[src/rtl/aes_key_expander.sv]
module aes_key_expander #(
  parameter int ADDR_W = 6
) (
  input  logic              clk,
  input  logic              rst_n,
  input  logic [1:0]        key_ctl,
  input  logic [31:0]       key_word,
  output logic              wr_en,
  output logic [ADDR_W-1:0] wr_addr,
  output logic [31:0]       wr_data,
  output logic              busy,
  output logic              done
);

  localparam int HIST = 8;

  function automatic logic [7:0] xt(input logic [7:0] a);
    return {a[6:0], 1'b0} ^ (a[7] ? 8'h1b : 8'h00);
  endfunction

  function automatic logic [7:0] gmul(input logic [7:0] a, input logic [7:0] b);
    logic [7:0] r, p;
    r = 8'h00;
    p = a;
    for (int k = 0; k < 8; k++) begin
      if (b[k]) r = r ^ p;
      p = xt(p);
    end
    return r;
  endfunction

  function automatic logic [7:0] sbox(input logic [7:0] x);
    logic [7:0] r, sq, b;
    r  = 8'h01;
    sq = x;
    for (int k = 0; k < 8; k++) begin
      if (k != 0) r = gmul(r, sq);
      sq = gmul(sq, sq);
    end
    b = r;
    return b ^ {b[6:0], b[7]} ^ {b[5:0], b[7:6]} ^ {b[4:0], b[7:5]} ^ {b[3:0], b[7:4]} ^ 8'h63;
  endfunction

  function automatic logic [31:0] subw(input logic [31:0] w);
    return {sbox(w[31:24]), sbox(w[23:16]), sbox(w[15:8]), sbox(w[7:0])};
  endfunction

  logic [1:0]        size_r;
  logic [31:0]       hist [HIST];
  logic [ADDR_W-1:0] idx;
  logic [2:0]        pos;
  logic [7:0]        rcon;

  logic [3:0]        nk;
  logic [ADDR_W-1:0] nw;
  logic              loading, start, wide;
  logic [31:0]       prev, partner, sub_in, sw, tmp, nxt;

  assign nk      = (size_r == 2'b01) ? 4'd4 : (size_r == 2'b10) ? 4'd6 : 4'd8;
  assign nw      = ADDR_W'(4 * (int'(nk) + 7));
  assign loading = idx < ADDR_W'(nk);
  assign start   = !busy && (key_ctl != 2'b00);
  assign wide    = (size_r == 2'b11);

  assign prev    = hist[0];
  assign partner = (size_r == 2'b01) ? hist[3] : (size_r == 2'b10) ? hist[5] : hist[7];
  assign sub_in  = (pos == 3'd0) ? {prev[23:0], prev[31:24]} : prev;
  assign sw      = subw(sub_in);
  assign tmp     = (pos == 3'd0)          ? (sw ^ {rcon, 24'h0}) :
                   (wide && pos == 3'd4)  ? sw : prev;
  assign nxt     = loading ? key_word : (partner ^ tmp);

  always_ff @(posedge clk or negedge rst_n) begin
    if (!rst_n) begin
      size_r  <= 2'b01;
      for (int k = 0; k < HIST; k++) hist[k] <= '0;
      idx     <= '0;
      pos     <= '0;
      rcon    <= 8'h01;
      busy    <= 1'b0;
      done    <= 1'b0;
      wr_en   <= 1'b0;
      wr_addr <= '0;
      wr_data <= '0;
    end else if (start) begin
      size_r  <= key_ctl;
      hist[0] <= key_word;
      for (int k = 1; k < HIST; k++) hist[k] <= hist[k-1];
      idx     <= ADDR_W'(1);
      pos     <= 3'd1;
      rcon    <= 8'h01;
      busy    <= 1'b1;
      done    <= 1'b0;
      wr_en   <= 1'b1;
      wr_addr <= '0;
      wr_data <= key_word;
    end else if (busy) begin
      if (idx == nw) begin
        busy  <= 1'b0;
        done  <= 1'b1;
        wr_en <= 1'b0;
      end else begin
        hist[0] <= nxt;
        for (int k = 1; k < HIST; k++) hist[k] <= hist[k-1];
        wr_en   <= 1'b1;
        wr_addr <= idx;
        wr_data <= nxt;
        idx     <= idx + ADDR_W'(1);
        pos     <= ({1'b0, pos} == nk - 4'd1) ? 3'd0 : pos + 3'd1;
        if (!loading && pos == 3'd0) rcon <= xt(rcon);
      end
    end else begin
      wr_en <= 1'b0;
      done  <= 1'b0;
    end
  end

endmodule


[config.mk]
export PLATFORM = sky130hd
export DESIGN_NAME = aes_key_expander
export DESIGN_NICKNAME = d
export VERILOG_FILES = /design/src/rtl/aes_key_expander.sv
export SDC_FILE = /design/constraint.sdc
export NUM_CORES = 2
export LEC_CHECK = 0
export BUFFER_PORTS_ARGS = -buffer_cell sky130_fd_sc_hd__buf_2
export CORE_ASPECT_RATIO = 1.4
export CORE_MARGIN = 8
export CORE_UTILIZATION = 60
export CTS_CLUSTER_DIAMETER = 80
export DETAILED_ROUTE_END_ITERATION = 16
export GPL_ROUTABILITY_DRIVEN = 0
export PLACE_DENSITY = 0.79
export SETUP_SLACK_MARGIN = 0.2
export SLEW_MARGIN = 20
export SYNTH_ARGS = -nofsm -noshare
export SYNTH_HDL_FRONTEND = slang
export SYNTH_SLANG_ARGS = --single-unit
[constraint.sdc]
create_clock -name clk -period 42.2 [get_ports clk]
set_clock_uncertainty 0.2 [all_clocks]
set_input_delay 2.11 -clock clk [delete_from_list [all_inputs] [get_ports clk]]
set_output_delay 2.11 -clock clk [all_outputs]
set_load 0.01 [all_outputs]
* Yosys cells after proc, flatten, opt, wreduce, memory -nomap -nowiden
Index checks and enable logic that the tools add are counted.
** Storage, ports and cells
- Register bits :: 315
- Input port bits :: 36
- Output and inout port bits :: 41
- Logic and storage cells :: 1666
** Cells by class
- Add/sub/neg operators :: 4
- $lt $le $gt $ge :: 1
- Eq/ne operators :: 8
- Mux-type cells :: 847
- Bitwise logic cells :: 779
- Reductions and logical operators :: 11
** Operators by type and width (number)
- 2-to-1 mux 8 bit :: 424
- XOR 8 bit :: 380
- XOR 8 x 5 -> 8 bit :: 365
- 2-to-1 mux 5 bit :: 369
- 2-to-1 mux 256 bit :: 3
- 2-to-1 mux 32 bit :: 9
- XOR 32 bit :: 2
- 2-to-1 mux 6 bit :: 10
- 2-to-1 mux 7 bit :: 4
- NOT 1 bit (first input constant) :: 28
- 2-to-1 mux 3 bit :: 8
- 2-to-1 mux 4 bit :: 6
- NOT 4 bit :: 4
- 2-to-1 mux 1 bit :: 10
- 2-to-1 mux 2 bit :: 4
- adder 6 x 1 -> 6 bit (second input constant) :: 1
- equality test 6 bit :: 1
- < comparator 6 x 4 -> 1 bit :: 1
- nonzero test 2 bit :: 3
- adder 4 x 3 -> 4 bit (second input constant) :: 1
- equality test 2 bit (second input constant) :: 2
- equality test 3 x 4 -> 1 bit :: 1
- subtractor 4 x 1 -> 4 bit (second input constant) :: 1
- adder 3 x 1 -> 3 bit (second input constant) :: 1
- other kinds (9) :: 12

* Logic depth before layout (Yosys ltp)
- Depth after elaboration :: 141
- Gate-level depth with buffers :: 84
- Mapped depth without buffers :: 69

* Worst setup path after synthesis
No wires, ideal clock.
- Path kind :: reg-to-reg
- From :: register pos[0]
- To :: register wr_data[17]
- Library setup time :: 0.076 ns
- Arrival :: 17.475 ns
- Required time :: 41.924 ns
- Path slack :: 24.448 ns
- Stages on the path, launching flop included :: 81
- Buffers on the path :: 12
- Period minus slack after synthesis :: 17.752 ns
- Cells stage by stage :: dfrtp_1 > inv_1 > ha_1 > buf_4 > nor2b_4 > buf_6 > buf_8 > buf_6 > buf_8 > buf_8 > buf_8 > mux2i_2 > inv_1 > ha_1 > clkbuf_1 > inv_1 > xnor3_1 > a222oi_1 > (+45 left out) > nand2_1 > a21boi_0 > xnor2_1 > nor2_1 > nor2_1 > o311ai_0 > xnor2_1 > o21ai_0 > xnor2_1 > nor2_1 > xnor2_1 > xor2_1 > xnor2_1 > xnor2_1 > o21ai_1 > xnor2_1 > nor2_1 > o21ai_1
** On the way
- Word-level cells in the longest chain between the ends :: 138
- Elaborated cells on any way between the ends :: 402
- Classes of those cells :: eq/ne (1); mux (210); bitwise (189); reduce/logical (2)
** Ends and longest elaborated chain
- from (decl) :: line 51 : logic [2:0] pos;
- from (signal assigned) :: line 109 : pos <= ({1'b0, pos} == nk - 4'd1) ? 3'd0 : pos + 3'd1;
- logical NOT 3 bit :: line 67, 69
- 2-to-1 mux 32 bit :: line 67 : assign sub_in = (pos == 3'd0) ? {prev[23:0], prev[31:24]} : prev;
- 2-to-1 mux 5 bit, or another cell as far along :: line 18 : return {a[6:0], 1'b0} ^ (a[7] ? 8'h1b : 8'h00);
- XOR 8 x 5 -> 8 bit or XOR 8 bit (tied branches) :: line 18, 26
- XOR 8 bit or 2-to-1 mux 8 bit (tied branches) :: line 26 : if (b[k]) r = r ^ p;
- 2-to-1 mux 8 bit or XOR 8 bit (tied branches) :: line 26
- XOR 8 bit or 2-to-1 mux 8 bit (tied branches) :: line 26
- 2-to-1 mux 8 bit or XOR 8 bit (tied branches) :: line 26
- (+122 left out)
- NOT 4 bit (no line)
- 2-to-1 mux 32 bit or XOR 32 bit (tied branches) :: line 70, 69
- 2-to-1 mux 32 bit * :: line 69 : assign tmp = (pos == 3'd0) ? (sw ^ {rcon, 24'h0}) :
- XOR 32 bit * :: line 71 : assign nxt = loading ? key_word : (partner ^ tmp);
- 2-to-1 mux 32 bit * :: line 71
- 2-to-1 mux 32 bit * :: line 98 : if (idx == nw) begin
- 2-to-1 mux 32 bit * :: line 97 : end else if (busy) begin
- 2-to-1 mux 32 bit * :: line 85 : end else if (start) begin
- to (signal assigned) :: line 96 : wr_data <= key_word;
- to (signal assigned) :: line 107 : wr_data <= nxt;
- to (decl) :: line 10 : output logic [31:0] wr_data,
Mark *: on every way between the ends. The rest lies on a longest branch, timed or not. The select of a mux whose other input is x is not followed.
A chain may end at the register's enable or synchronous reset.

* Worst setup path after layout
- From :: register pos[0]
- To :: register wr_data[0]
Same word-level chain as after synthesis.

==> impl_metrics.tcl <==
set metrics [dict create \
    drv_cap 0 \
    die-area_sq_um 135900 \
    gr-usage-met3_pct 2.496 \
    mostFrequentLayoutCells "xnor2_1, nand2_1, nor2_1" \
    cp_max_fo 46 \
    numCtsBuffers 27 \
    io_buffers 76 \
    cts_root_buf "clkbuf_16" \
    via_per_inst 6.383 \
    clk_path_buf_depth 3 \
    placed_area_sq_um 76100 \
    ys_types 126 \
    die_y_um 433.0 \
    use_met1_pct 38.07 \
    arrival_ps 22550 \
    grt_usage_pct 30.39 \
    setup_tns_ps 0 \
    cp-start-kind "flop" \
    num_rows 153 \
    htreeDepth 1 \
    slowest_stage "xnor2_1" \
    drv_slew 0 \
    async_flop_share_pct 100.0 \
    crit_path_end_kind "flop" \
    finalSetupViolCount 0 \
    fillers 10766 \
    syn_inst 10080 \
    r2r-end "wr_data[0]" \
    register_area_sq_um 7084 \
    fin_hold_ws_ps 267.6 \
    grt_max_degree 199 \
    instances_no_fill 11370 \
    synth_ff_type "dfrtp_1" \
    fmax_mhz 44.84 \
    drt_iter0_drc 8062 \
    period_minus_slack_ps 22300 \
    dp_hpwl_um 158400 \
    grt-busiest-layer "met2" \
    grt_overflow 0 \
    grt_setup_unrepaired "false" \
    r2r_cells 68 \
    met2_usage_pct 52.43 \
    cpMostUsedCell "xnor2_1" \
    start_util_pct 60.27 \
    grt_pass1_vias 68449 \
    vias 72570 \
    startpoint "pos[0]" \
    cts.sinks 283 \
    syn_area_per_cell_sq_um 7.395 \
    crit_end "wr_data[0]" \
    cts_setup_buffers 0 \
    dr.pass1.iters 8 \
    antenna_found_initial 1 \
    synth_top_area_cell "xnor2_1" \
    ctsHoldBuffers 0 \
    r2r-start "pos[0]" \
    rrSetupSlack_ps 19900 \
    status "complete, no violations" \
    wirelength_um 220700 \
    tritoncts "yes" \
    crit_type "flop to flop" \
    timing.final.crit_share_pct 52.85 \
    multiInputGateArea_sq_um 64290 \
    cpPeakStageDelay_ps 860 \
    netlist_area_sq_um 74540 \
    final_layout_size_suffix_gt1_share_pct 8.653 \
    synth-seq-cells 283 \
    hold_path.class "flop to flop" \
    nNetsFinal 9794 \
    insertion_delay_ps 560 \
    grt_pass1_wl_um 353500 \
    synth_edf_count 0 \
    dp.cells 11318 \
    slew-limit-headroom_pct 21.24 \
    synth_top_area_share_pct 21.02 \
    worst_pin_slew_ps 1174 \
    synth.area.top_cells "xnor2_1, dfrtp_1, xnor3_1, nand2_1, nor2_1" \
    yosysSeqAreaShare_pct 9.504 \
    path_clk_slew_ps 70 \
    chipWidth_um 313.9 \
    drtAntennaViolNets 0 \
    drc 0 \
    wl_per_cell_um 19.41 \
    ios 77 \
    crit_required_ps 42450 \
    synth_fp_nets 10153 \
    layout_commonest_cell "xnor2_1" \
    synthToLayoutAreaGrowth_pct 3.396 \
    hold_viol 0 \
    final_area_sq_um 77070 \
    coreArea_sq_um 123700 \
    cts_resized 0 \
    yosys_warnings 0 \
    min_path_cells 2 \
]
## worst min path at each step
stage               slack (ps)   endpoint  startpoint
CTS                        270    hist[5]    hist[37]
global placement           250  hist[211]   hist[211]
global route               280    hist[5]    hist[37]
floorplan                  240    hist[0]     hist[0]
detailed placement         260   hist[11]    hist[11]
finish                     270  hist[202]   hist[202]
## flip-flops by register name, summed over array words and instances, names as in the netlist
register  flops
busy          1
done          1
hist        224
idx           6
pos           3
rcon          8
size_r        2
wr_addr       6
wr_data      32
## logic make-up (layout without fill, tap and decap cells)
group | Yosys count | in the layout | share of synthesized area, %
xor gates and xnor gates | 2734 | 2734 | 40.39
and+or+nand+nor | 3847 | 3847 | 22.10
muxes | 369 | 369 | 5.165
DFF | 283 | 283 | 9.504
AOI/OAI and AO/OA | 1980 | 1980 | 17.34
other | 0 | 1 | 0
adders and majority gates | 37 | 37 | 0.6211
buffers and inverters | 830 | 492 | 4.871
## routing by layer
layer / vias up / wire, um
li1: 33718 / -
met1: 34206 / 86390
met2: 3807 / 105900
met3: 839 / 17010
met4: 0 / 11400
met5: - / 0
## synth_stat cells (57+ instances only)
| cell type | number |
|---|---|
| xnor2_1 | 1789 |
| nand2_1 | 1552 |
| nor2_1 | 1337 |
| a21oi_1 | 526 |
| clkbuf_1 | 457 |
| xor2_1 | 447 |
| o21ai_0 | 413 |
| dfrtp_1 | 281 |
| mux2i_1 | 279 |
| xnor3_1 | 263 |
| nor3_1 | 242 |
| nand3_1 | 213 |
| buf_2 | 145 |
| o22ai_1 | 116 |
| xnor2_2 | 111 |
| a211oi_1 | 102 |
| o211ai_1 | 87 |
| inv_1 | 80 |
| a31oi_1 | 73 |
| mux2_2 | 73 |
| o21ai_1 | 69 |
| or3_1 | 68 |
| nor2b_1 | 62 |
| buf_4 | 59 |
| nand2b_1 | 59 |
| and3_1 | 57 |
## stage by stage
stage	worst slack, ps	utilization [%]
after floorplan	24450	-
after global placement	20520	61.54
after detailed placement	20230	61.54
after CTS	20130	62.25
after global routing	18350	62.32
final	19900	62.32
## critical path, delay by kind of cell (launching register included)
family / cells / cell delay (ps)
flops: 1 / 420
simple gates: 11 / 3370
mux: 8 / 2480
buf+inv: 9 / 2790
xor+xnor: 18 / 6360
compound gates: 17 / 4310
fa+ha+maj: 5 / 2220
## final cells by class
class / instances / share of cell area, %
multi-input combinational: 8967 / 83.42
sequential: 283 / 9.192
timing repair buffer: 332 / 3.042
tap: 1627 / 2.641
clock buffer: 41 / 1.062
inverter: 110 / 0.5455
clock inverter: 9 / 0.08929
antenna: 1 / 0.003247
Power is not shown: default switching activity piles up to over one toggle a cycle in this logic, so the estimate is an artifact.
